$ cat src/rtl/tmr_pkg.sv
package tmr_pkg;
  typedef enum logic [2:0] {
    A_CTRL = 3'd0,
    A_EVT  = 3'd1,
    A_PSC  = 3'd2,
    A_ARR  = 3'd3,
    A_IEN  = 3'd4,
    A_STAT = 3'd5,
    A_CNT  = 3'd6
  } reg_addr_e;

  localparam int unsigned CTRL_W = 6;

  // control word, LSB first: en, dir, cms[1:0], opm, arpe
  typedef struct packed {
    logic       arpe;
    logic       opm;
    logic [1:0] cms;
    logic       dir;
    logic       en;
  } ctrl_t;
endpackage

$ cat src/rtl/tmr_prescaler.sv
module tmr_prescaler #(
  parameter int unsigned CW = 16
) (
  input  logic          clk_i,
  input  logic          rst_ni,
  input  logic          en_i,
  input  logic          upd_i,
  input  logic [CW-1:0] psc_pre_i,
  output logic          tick_o
);
  logic [CW-1:0] pcnt_q, psc_act_q;

  assign tick_o = en_i && (pcnt_q == psc_act_q);

  always_ff @(posedge clk_i or negedge rst_ni) begin
    if (!rst_ni) begin
      pcnt_q    <= '0;
      psc_act_q <= '0;
    end else if (upd_i) begin
      pcnt_q    <= '0;
      psc_act_q <= psc_pre_i;
    end else if (tick_o) begin
      pcnt_q    <= '0;
    end else if (en_i) begin
      pcnt_q    <= pcnt_q + 1'b1;
    end
  end

  AST_PSC_BOUND: assert property (@(posedge clk_i) disable iff (!rst_ni)
    pcnt_q <= psc_act_q);
endmodule

$ cat src/rtl/tmr_counter.sv
module tmr_counter #(
  parameter int unsigned CW = 16
) (
  input  logic          clk_i,
  input  logic          rst_ni,
  input  logic          tick_i,
  input  logic          ug_i,
  input  logic          center_i,
  input  logic          dir_i,
  input  logic [CW-1:0] arr_pre_i,
  input  logic          arr_direct_i,
  input  logic [CW-1:0] arr_wdata_i,
  output logic [CW-1:0] cnt_o,
  output logic          dir_c_o,
  output logic          evt_o,
  output logic          hw_upd_o
);
  logic [CW-1:0] cnt_q, nxt_cnt, arr_act_q;
  logic          dirc_q, nxt_dirc, wrap;

  always_comb begin
    nxt_cnt  = cnt_q;
    nxt_dirc = dirc_q;
    wrap     = 1'b0;
    if (ug_i) begin
      nxt_cnt  = (!center_i && dir_i) ? arr_pre_i : '0;
      nxt_dirc = 1'b0;
    end else if (tick_i) begin
      if (center_i) begin
        if (arr_act_q == '0) begin
          nxt_cnt = '0;
          wrap    = 1'b1;
        end else if (!dirc_q) begin
          if (cnt_q >= arr_act_q) begin
            nxt_cnt  = arr_act_q - 1'b1;
            nxt_dirc = 1'b1;
            wrap     = 1'b1;
          end else begin
            nxt_cnt = cnt_q + 1'b1;
          end
        end else begin
          if (cnt_q == '0) begin
            nxt_cnt  = CW'(1);
            nxt_dirc = 1'b0;
            wrap     = 1'b1;
          end else begin
            nxt_cnt = cnt_q - 1'b1;
          end
        end
      end else if (dir_i) begin
        if (cnt_q == '0) begin
          nxt_cnt = arr_pre_i;
          wrap    = 1'b1;
        end else begin
          nxt_cnt = cnt_q - 1'b1;
        end
      end else begin
        if (cnt_q >= arr_act_q) begin
          nxt_cnt = '0;
          wrap    = 1'b1;
        end else begin
          nxt_cnt = cnt_q + 1'b1;
        end
      end
    end
  end

  assign hw_upd_o = wrap;
  assign evt_o    = ug_i | wrap;
  assign cnt_o    = cnt_q;
  assign dir_c_o  = dirc_q;

  always_ff @(posedge clk_i or negedge rst_ni) begin
    if (!rst_ni) begin
      cnt_q     <= '0;
      dirc_q    <= 1'b0;
      arr_act_q <= '0;
    end else begin
      cnt_q  <= nxt_cnt;
      dirc_q <= nxt_dirc;
      if (arr_direct_i)  arr_act_q <= arr_wdata_i;
      else if (evt_o)    arr_act_q <= arr_pre_i;
    end
  end

  AST_UP_WRAP: assert property (@(posedge clk_i) disable iff (!rst_ni)
    (tick_i && !ug_i && !center_i && !dir_i && cnt_q >= arr_act_q) |=> (cnt_q == '0));
  AST_DOWN_RELOAD: assert property (@(posedge clk_i) disable iff (!rst_ni)
    (tick_i && !ug_i && !center_i && dir_i && cnt_q == '0) |=> (cnt_q == $past(arr_pre_i)));
  AST_CENTER_TURN: assert property (@(posedge clk_i) disable iff (!rst_ni)
    (tick_i && !ug_i && center_i && !dirc_q && arr_act_q != '0 && cnt_q >= arr_act_q) |=> dirc_q);
endmodule

$ cat src/rtl/tmr_regs.sv
module tmr_regs
  import tmr_pkg::*;
#(
  parameter int unsigned CW = 16
) (
  input  logic          clk_i,
  input  logic          rst_ni,
  input  logic          we_i,
  input  logic [2:0]    addr_i,
  input  logic [CW-1:0] wdata_i,
  input  logic          evt_i,
  input  logic          hw_upd_i,
  input  logic          dir_c_i,
  input  logic [CW-1:0] cnt_i,
  output ctrl_t         ctrl_o,
  output logic [CW-1:0] psc_pre_o,
  output logic [CW-1:0] arr_pre_o,
  output logic          arr_direct_o,
  output logic          ug_o,
  output logic          uie_o,
  output logic          uif_o,
  output logic [CW-1:0] rdata_o
);
  ctrl_t         ctrl_q, ctrl_rd;
  logic [CW-1:0] psc_q, arr_q;
  logic          uie_q, uif_q;
  logic          wr_ctrl, wr_stat;

  assign wr_ctrl      = we_i && (addr_i == A_CTRL);
  assign wr_stat      = we_i && (addr_i == A_STAT);
  assign ug_o         = we_i && (addr_i == A_EVT) && wdata_i[0];
  assign arr_direct_o = we_i && (addr_i == A_ARR) && !ctrl_q.arpe;

  always_ff @(posedge clk_i or negedge rst_ni) begin
    if (!rst_ni) begin
      ctrl_q <= '0;
      psc_q  <= '0;
      arr_q  <= '0;
      uie_q  <= 1'b0;
      uif_q  <= 1'b0;
    end else begin
      if (wr_ctrl) begin
        ctrl_q.en   <= wdata_i[0];
        ctrl_q.cms  <= wdata_i[3:2];
        ctrl_q.opm  <= wdata_i[4];
        ctrl_q.arpe <= wdata_i[5];
        if (wdata_i[3:2] == 2'b00) ctrl_q.dir <= wdata_i[1];
      end else if (hw_upd_i && ctrl_q.opm) begin
        ctrl_q.en <= 1'b0;
      end
      if (we_i && addr_i == A_PSC) psc_q <= wdata_i;
      if (we_i && addr_i == A_ARR) arr_q <= wdata_i;
      if (we_i && addr_i == A_IEN) uie_q <= wdata_i[0];
      if (evt_i)        uif_q <= 1'b1;
      else if (wr_stat) uif_q <= uif_q & wdata_i[0];
    end
  end

  always_comb begin
    ctrl_rd     = ctrl_q;
    ctrl_rd.dir = (ctrl_q.cms != 2'b00) ? dir_c_i : ctrl_q.dir;
    rdata_o     = '0;
    unique case (addr_i)
      A_CTRL:  rdata_o[CTRL_W-1:0] = ctrl_rd;
      A_PSC:   rdata_o = psc_q;
      A_ARR:   rdata_o = arr_q;
      A_IEN:   rdata_o[0] = uie_q;
      A_STAT:  rdata_o[0] = uif_q;
      A_CNT:   rdata_o = cnt_i;
      default: rdata_o = '0;
    endcase
  end

  assign ctrl_o    = ctrl_q;
  assign psc_pre_o = psc_q;
  assign arr_pre_o = arr_q;
  assign uie_o     = uie_q;
  assign uif_o     = uif_q;

  AST_OPM_STOP: assert property (@(posedge clk_i) disable iff (!rst_ni)
    (hw_upd_i && ctrl_q.opm && !wr_ctrl) |=> !ctrl_q.en);
  AST_UIF_SET: assert property (@(posedge clk_i) disable iff (!rst_ni)
    $rose(uif_q) |-> $past(evt_i));
  AST_UIF_KEEP: assert property (@(posedge clk_i) disable iff (!rst_ni)
    (wr_stat && wdata_i[0] && uif_q) |=> uif_q);
endmodule

$ cat src/rtl/tmr_base_unit.sv
module tmr_base_unit
  import tmr_pkg::*;
#(
  parameter int unsigned CW = 16
) (
  input  logic          clk_i,
  input  logic          rst_ni,
  input  logic          bus_we_i,
  input  logic [2:0]    bus_addr_i,
  input  logic [CW-1:0] bus_wdata_i,
  output logic [CW-1:0] bus_rdata_o,
  output logic [CW-1:0] cnt_o,
  output logic          dir_down_o,
  output logic          upd_o,
  output logic          irq_o
);
  ctrl_t         ctrl;
  logic [CW-1:0] psc_pre, arr_pre, cnt;
  logic          arr_direct, ug, uie, uif;
  logic          tick, evt, hw_upd, dir_c, center, upd_q;

  assign center = (ctrl.cms != 2'b00);

  tmr_regs #(.CW(CW)) u_regs (
    .clk_i, .rst_ni,
    .we_i(bus_we_i), .addr_i(bus_addr_i), .wdata_i(bus_wdata_i),
    .evt_i(evt), .hw_upd_i(hw_upd), .dir_c_i(dir_c), .cnt_i(cnt),
    .ctrl_o(ctrl), .psc_pre_o(psc_pre), .arr_pre_o(arr_pre),
    .arr_direct_o(arr_direct), .ug_o(ug), .uie_o(uie), .uif_o(uif),
    .rdata_o(bus_rdata_o)
  );

  tmr_prescaler #(.CW(CW)) u_psc (
    .clk_i, .rst_ni,
    .en_i(ctrl.en), .upd_i(evt), .psc_pre_i(psc_pre), .tick_o(tick)
  );

  tmr_counter #(.CW(CW)) u_cnt (
    .clk_i, .rst_ni,
    .tick_i(tick), .ug_i(ug), .center_i(center), .dir_i(ctrl.dir),
    .arr_pre_i(arr_pre), .arr_direct_i(arr_direct), .arr_wdata_i(bus_wdata_i),
    .cnt_o(cnt), .dir_c_o(dir_c), .evt_o(evt), .hw_upd_o(hw_upd)
  );

  always_ff @(posedge clk_i or negedge rst_ni) begin
    if (!rst_ni) upd_q <= 1'b0;
    else         upd_q <= evt;
  end

  assign cnt_o      = cnt;
  assign dir_down_o = center ? dir_c : ctrl.dir;
  assign upd_o      = upd_q;
  assign irq_o      = uif & uie;

  AST_UPD_ALIGN: assert property (@(posedge clk_i) disable iff (!rst_ni)
    (hw_upd && !center && !ctrl.dir) |=> (upd_o && cnt_o == '0));
endmodule

$ cat config.mk
export PLATFORM = sky130hd
export DESIGN_NAME = tmr_base_unit
export DESIGN_NICKNAME = d
export VERILOG_FILES = /design/src/rtl/tmr_pkg.sv /design/src/rtl/tmr_prescaler.sv /design/src/rtl/tmr_counter.sv /design/src/rtl/tmr_regs.sv /design/src/rtl/tmr_base_unit.sv
export SDC_FILE = /design/constraint.sdc
export NUM_CORES = 1
export LEC_CHECK = 0
export CAP_MARGIN = 0
export CORE_AREA = 2 2 185 187
export CTS_BUF_LIST = sky130_fd_sc_hd__clkbuf_8 sky130_fd_sc_hd__clkbuf_16
export DETAILED_ROUTE_END_ITERATION = 10
export DIE_AREA = 0 0 187 189
export GPL_TIMING_DRIVEN = 0
export SYNTH_ARGS = -nofsm -noshare
export SYNTH_HDL_FRONTEND = slang
export SYNTH_HIERARCHICAL = 1
export SYNTH_SLANG_ARGS = --single-unit
$ cat constraint.sdc
create_clock -name clk_i -period 5.25 [get_ports clk_i]
set_input_delay 0.525 -clock clk_i [delete_from_list [all_inputs] [get_ports clk_i]]
set_output_delay 0.525 -clock clk_i [all_outputs]
set_load 0.05 [all_outputs]
Word level (Yosys, flattened, before mapping)
Cells that the tools add are included.
{ "totals": {"reg_bits": 106, "latch_bits": 0, "ramBits": 0, "mem_bits_ro": 0, "inputBits": 22, "wordCells": 95, "memories": 0} }
{ "classes": {"n_addsub": 4, "n_mul": 0, "div_mod_pow": 0, "magnitude_cmp": 1, "n_eq_ne": 8, "shifts": 0, "muxes": 38, "bitwise_logic": 3, "n_reduce_logical": 26} }
{ "ops": {"columns": ["operator", "n"], "rows": [
  ["16-bit 2-to-1 mux", 16],
  ["16-bit by 1-bit adder with 16-bit output (second input constant)", 2],
  ["16-bit logical NOT", 2],
  ["16-bit by 1-bit subtractor with 16-bit output (second input constant)", 2],
  ["10-bit case mux with 3 select lines", 1],
  ["5-bit case mux with 4 select lines", 1],
  ["1-bit 2-to-1 mux", 19],
  ["16-bit equality test", 1],
  ["16-bit greater-or-equal comparator", 1],
  ["2-bit nonzero test", 6],
  ["1-bit logical AND", 11],
  ["3-bit equality test (second input constant)", 3],
  ["3-bit by 2-bit equality test with 1-bit output (second input constant)", 2],
  ["1-bit case mux with 6 select lines", 1],
  ["3-bit by 1-bit equality test with 1-bit output (second input constant)", 1],
  ["3-bit logical NOT", 1],
  ["3-bit AND reduction", 1],
  ["3-bit nonzero test", 1],
  ["1-bit AND", 2],
  ["1-bit logical NOT", 2],
  ["2-bit logical NOT", 1],
  ["2-bit by 1-bit inequality test with 1-bit output (second input constant)", 1],
  ["2-bit AND reduction", 1],
  ["1-bit bitwise OR", 1]
]} }

Depth between registers and ports, before layout
{ "logic_depth": {"word_depth": 10, "depth_mapped": 15} }

Cells and area by module
Netlist, hierarchy kept.
{ "by_module_without_submodules": {"columns": ["mod", "instances", "cells_per_inst", "area_per_inst_um2", "seq_area_each_um2"], "rows": [
  ["tmr_counter", 1, 579, 4331.7, 825.8],
  ["tmr_regs", 1, 179, 2152.1, 1001.0],
  ["tmr_prescaler", 1, 149, 1712.9, 800.8],
  ["tmr_base_unit", 1, 4, 55.1, 25.0]
]} }

Worst setup path before layout
Ideal clock, no wire load.
{ "synth_timing": {"path_kind": "reg-to-reg", "from": "reg u_cnt.cnt_q[0], in the netlist u_cnt/cnt_o[0]", "to": "reg u_psc.pcnt_q[11]", "arrival_ns": 3.633, "slack_ns": 1.524, "path_stages_with_launch": 15, "synth_period_minus_slack_ns": 3.726, "path_cell_list": "dfrtp_1 -> clkbuf_1 -> inv_1 -> ha_1 -> nor3b_1 -> o21ai_0 -> a2111o_1 -> o211ai_2 -> buf_2 -> o31ai_1 -> buf_2 -> o2111ai_1 -> nor4_1 -> xnor2_1 -> a211oi_1"} }
{ "synth_between": {"elab_chain_len": 9, "elab_cells_between_ends": 13, "cone_classes": "order compare: 1; mux: 9; bitwise: 1; reduce/logical: 2"} }
{ "synth_rtl": {"columns": ["element", "line_no", "source"], "rows": [
  ["from (decl)", "tmr_counter.sv:18", "logic [CW-1:0] cnt_q, nxt_cnt, arr_act_q;"],
  ["from (signal assigned)", "tmr_counter.sv:79", "cnt_q <= nxt_cnt;"],
  ["16-bit greater-or-equal comparator / 16-bit logical NOT (equally long branches)", null, null],
  ["1-bit 2-to-1 mux (on tied branches)", null, null],
  ["1-bit 2-to-1 mux", "tmr_counter.sv:33", "end else if (!dirc_q) begin"],
  ["1-bit 2-to-1 mux", "tmr_counter.sv:30", "if (arr_act_q == '0) begin"],
  ["1-bit 2-to-1 mux *", "tmr_counter.sv:29", "if (center_i) begin"],
  ["1-bit 2-to-1 mux *", "tmr_counter.sv:28", "end else if (tick_i) begin"],
  ["1-bit 2-to-1 mux *", "tmr_counter.sv:25", "if (ug_i) begin"],
  ["1-bit bitwise OR *", "tmr_counter.sv:69", "assign evt_o = ug_i | wrap;"],
  ["via evt", "tmr_base_unit.sv:20", "logic tick, evt, hw_upd, dir_c, center, upd_q;"],
  ["3-bit nonzero test (no line) / 16-bit 2-to-1 mux (equally long branches)", null, null],
  ["to (signal assigned)", "tmr_prescaler.sv:25", "pcnt_q <= pcnt_q + 1'b1;"],
  ["to (decl)", "tmr_prescaler.sv:11", "logic [CW-1:0] pcnt_q, psc_act_q;"]
]} }
Mark *: on every way through the listed nets, which the timed path passes. The rest lies on a longest branch.
A chain may end at the register's enable or synchronous reset.

Worst setup path in the final report
{ "layout_timing": {"from": "reg u_psc.pcnt_q[10]", "to": "reg u_psc.psc_act_q[5]"} }
{ "layout_between": {"elab_chain_len": 5} }
{ "layout_rtl": {"columns": ["element", "line_no", "source"], "rows": [
  ["16-bit equality test", "tmr_prescaler.sv:13", "assign tick_o = en_i && (pcnt_q == psc_act_q);"],
  ["1-bit logical AND", "tmr_prescaler.sv:13", null],
  ["via tick", "tmr_base_unit.sv:20", null],
  ["1-bit 2-to-1 mux", "tmr_counter.sv:28", null],
  ["1-bit 2-to-1 mux", "tmr_counter.sv:25", null],
  ["1-bit bitwise OR", "tmr_counter.sv:69", null],
  ["via evt", "tmr_base_unit.sv:20", null],
  ["to (signal assigned)", "tmr_prescaler.sv:21", "psc_act_q <= psc_pre_i;"],
  ["to (decl)", "tmr_prescaler.sv:11", null]
]} }
The timed path passes the listed nets, and every way through them passes these cells.

==> impl_metrics.py <==
metrics = {
    "synth": {
        "syn_avg_cell_area_um2": 9.06,
        "synth_top_family_by_area": "simple AND/OR/NAND/NOR gates",
        "synthAdderAreaFrac_pct": 3.34,
        "synth_warnings": 6,
        "ys_ff_latch": 106,
        "yosys.area_share.xor_xnor_pct": 6.79,
        "synth_nets": 955,
        "synth_compound_area_share_pct": 19.3,
        "synthArstFlopShare_pct": 100,
        "synth_area_um2": 8250,
        "synthTopCellsByArea": "dfrtp_1 32%, mux2_2 7.8%, xnor2_1 5.3%, nor2_1 3.4%, ha_1 3.3%",
        "syn_inst": 911,
        "synthSimpleGateAreaFrac_pct": 21.6,
        "yosysUniqueCellTypes": 86,
        "yosysSeqAreaShare_pct": 32.1,
        "synth_top_area_share_pct": 32.1,
        "ys.flop_type": "dfrtp_1",
        "synth_edf_count": 0,
        "muxShareOfSynthArea_pct": 10.9,
        "synth_area_leader_cell": "dfrtp_1",
    },
    "placed_design": {
        "dpl.hpwl_um": 23500,
        "io_buffers": 54,
        "dp_slack_ns": 0.145,
        "gp_congestion": 0.974,
    },
    "run_status": {
        "status": "complete, no violations",
    },
    "finish": {
        "final_common_cell": "dfrtp_1",
        "mostFrequentLayoutCells": "106 x dfrtp_1, 74 x nor2_1, 62 x nand2_1",
        "seqCellArea_um2": 2650,
        "multi_input_area_um2": 5110,
        "drive_above_1_share_pct": 15.8,
        "antenna_cells": 0,
        "filler_cell_count": 3498,
        "num-nets-final": 1022,
        "final_util_pct": 29.1,
        "syn_to_final_growth_pct": 17.5,
    },
    "floorplanning": {
        "dieArea_um2": 35300,
        "die_h_um": 189,
        "rows": 67,
        "die_w_um": 187,
        "core-area_um2": 33300,
        "io_pins": 57,
        "start_util_pct": 24.8,
    },
    "worst_setup_path": {
        "cp.arrival_ns": 5.16,
        "path_cells": "clkbuf_1 > xnor2_1 > nand4_1 > nor4_4 > buf_6 > and2_1 > clkbuf_1 > o211ai_2 > buf_2 > o31ai_2 > buf_2 > buf_1 > mux2_2",
        "cpMaxStageDelayCell": "nor4_4",
        "start_kind": "register",
        "slowest_delay_ns": 0.55,
        "worstSetupEndpointType": "register",
        "crit_required_ns": 5.50,
        "cp_max_fo": 10,
        "crit_type": "register to register",
    },
    "route": {
        "postRouteAntennaNets": 0,
        "vias_per_cell": 5.46,
        "drt-total-wl_um": 30800,
        "detail_route.wl_per_cell_um": 21.5,
        "post-route-drc-count": 0,
        "first_pass_iters": 5,
        "drt_first_iter_violations": 836,
        "dr_total_vias": 7814,
    },
    "run": {
        "maxCapViolations": 0,
    },
    "sta": {
        "setup_ws_ns": 0.343,
        "final.setup_skew_ns": 0.0114,
        "slew_viol_final": 0,
        "period_needed_ns": 4.91,
        "max_slew_margin_pct": 40.7,
        "post-route-period-util_pct": 93.5,
        "worst_slew_pin_slew_ns": 0.886,
        "setup_viol": 0,
        "rsz0062_at_grt": "no",
        "final-hold-violation-count": 0,
        "maxClockFrequency_ghz": 0.204,
    },
    "power": {
        "clkPwrFrac_pct": 15.1,
        "vdd_drop_max_uv": 166,
        "power_frac_comb_pct": 54.7,
        "p_leak_uw": 0.00361,
        "p_switching_uw": 2290,
        "internal-power_uw": 2340,
        "p_sw_share_pct": 49.4,
        "sequentialPowerShare_pct": 30.2,
        "powerDensity_nw_per_um2": 477,
    },
    "cts": {
        "cts_tree": "yes",
        "cts.sinks": 106,
        "cts_setup_buffers": 0,
        "insertion_delay_ns": 0.37,
        "numCtsBuffers": 9,
        "clockBufferDepth": 2,
        "htreeDepth": 3,
        "cts_root_buf": "clkbuf_16",
        "clkTransAtPathRegs_ns": 0.08,
    },
    "grt": {
        "grt_pass1_wl_um": 46400,
        "grt_pass1_vias": 7491,
        "grt_remaining_overflow": 0,
        "antenna_found_initial": 0,
        "track_usage_pct": 17.2,
        "grt_max_degree": 90,
    },
    "hold_path": {
        "min_path_type": "primary input to register",
    },
}
## per-stage QoR
step	TNS, ns	hold slack (ns)	area, um2	std cells	total power, uW
floorplan	0	0.229	8250	911	3050
detailed placement	0	0.389	9380	1414	3890
finish	0	0.485	9700	1431	4630
CTS	0	0.477	9690	1431	4610
global route	0	0.498	9700	1431	4900
global placement	-82.70	0.517	9350	1413	3860
## cell type report
type / instances / share of cell area, %
Clock inverter: 7 / 0.761
Inverter: 30 / 1.16
Timing Repair Buffer: 56 / 5.97
Multi-Input combinational cell: 705 / 52.7
Tap cell: 448 / 5.78
Clock buffer: 9 / 2.32
Sequential cell: 106 / 27.4
Buffer: 70 / 3.94
## path summary, 6_finish.rpt
path,start,to,slack [ns],depth (start not counted)
worst min register to register,u_psc/psc_act_q[5],u_psc/psc_act_q[5],0.54,1
worst max register to register,u_psc/pcnt_q[10],u_psc/psc_act_q[5],0.34,13
worst min-delay path,bus_addr_i[1],u_regs/uif_o,0.49,3
worst max-delay path,u_psc/pcnt_q[10],u_psc/psc_act_q[5],0.34,13
min in group asynchronous,rst_ni,u_cnt/cnt_o[2],0.56,2
max in group asynchronous,rst_ni,u_regs/arr_pre_o[8],3.96,3
## repair_timing
item                                    4_1_cts  5_1_grt
hold endpoints to repair                     10        0
endpoints found under the setup margin        0       19
gates resized for setup                       0        1
hold buffers                                  1        0
## power groups by stage
| stage | clock, uW | combinational, uW | sequential [uW] |
|---|---|---|---|
| floorplan | 0 | 1600 | 1440 |
| global placement | 0 | 2440 | 1420 |
| detailed placement | 0 | 2470 | 1420 |
| CTS | 718 | 2490 | 1410 |
| global route | 743 | 2710 | 1440 |
| finish | 699 | 2530 | 1400 |
## state kept, by name, indices dropped and copies added, names as in the netlist
| register | flops |
|---|---|
| u_psc/psc_act_q | 16 |
| u_regs/psc_pre_o | 16 |
| u_cnt/cnt_o | 16 |
| u_cnt/arr_act_q | 16 |
| u_regs/uif_o | 1 |
| u_regs/arr_pre_o | 16 |
| u_psc/pcnt_q | 16 |
| u_regs/ctrl_o | 6 |
| u_regs/uie_o | 1 |
| upd_o | 1 |
| u_cnt/dir_c_o | 1 |
## routing by layer
layer,share of wire (%),up-vias,track usage [%]
li1,-,3528,-
met1,47,3870,24.5
met2,43,352,26.0
met3,6.6,64,2.28
met4,3.6,0,7.48
met5,0,-,0
## logic make-up after synthesis
family          after synthesis
simple gates                318
compound gates              224
flops                       106
buf+inv                     100
mux                          77
xor+xnor                     64
fa+ha+maj                    22
## worst max-delay path: cells and delay by family, from the launching register on
kind	cells	cell delay, ns
xor+xnor	1	0.16
mux	1	0.40
simple gates	3	0.99
flops	1	0.32
compound gates	2	0.83
buf+inv	6	2.07
## synthesized netlist by cell type (6+ instances only)
library cell,instances
or4_1,6
o21ai_0,30
and2_1,36
ha_1,22
xnor2_1,50
nand4_1,16
mux2_2,57
nand2_1,62
xor2_1,14
o211ai_1,13
a41oi_1,16
o31ai_1,23
buf_6,6
or3_1,8
nor2_1,74
mux2i_1,9
a21oi_1,35
a22oi_1,10
clkbuf_1,28
nand3_1,25
a31oi_1,26
nor3_1,21
mux2_4,11
nand2b_1,6
a211oi_1,18
buf_4,6
inv_1,29
nor4_1,18
dfrtp_1,106
buf_2,21
No activity file was read; power rests on OpenSTA's default activity.
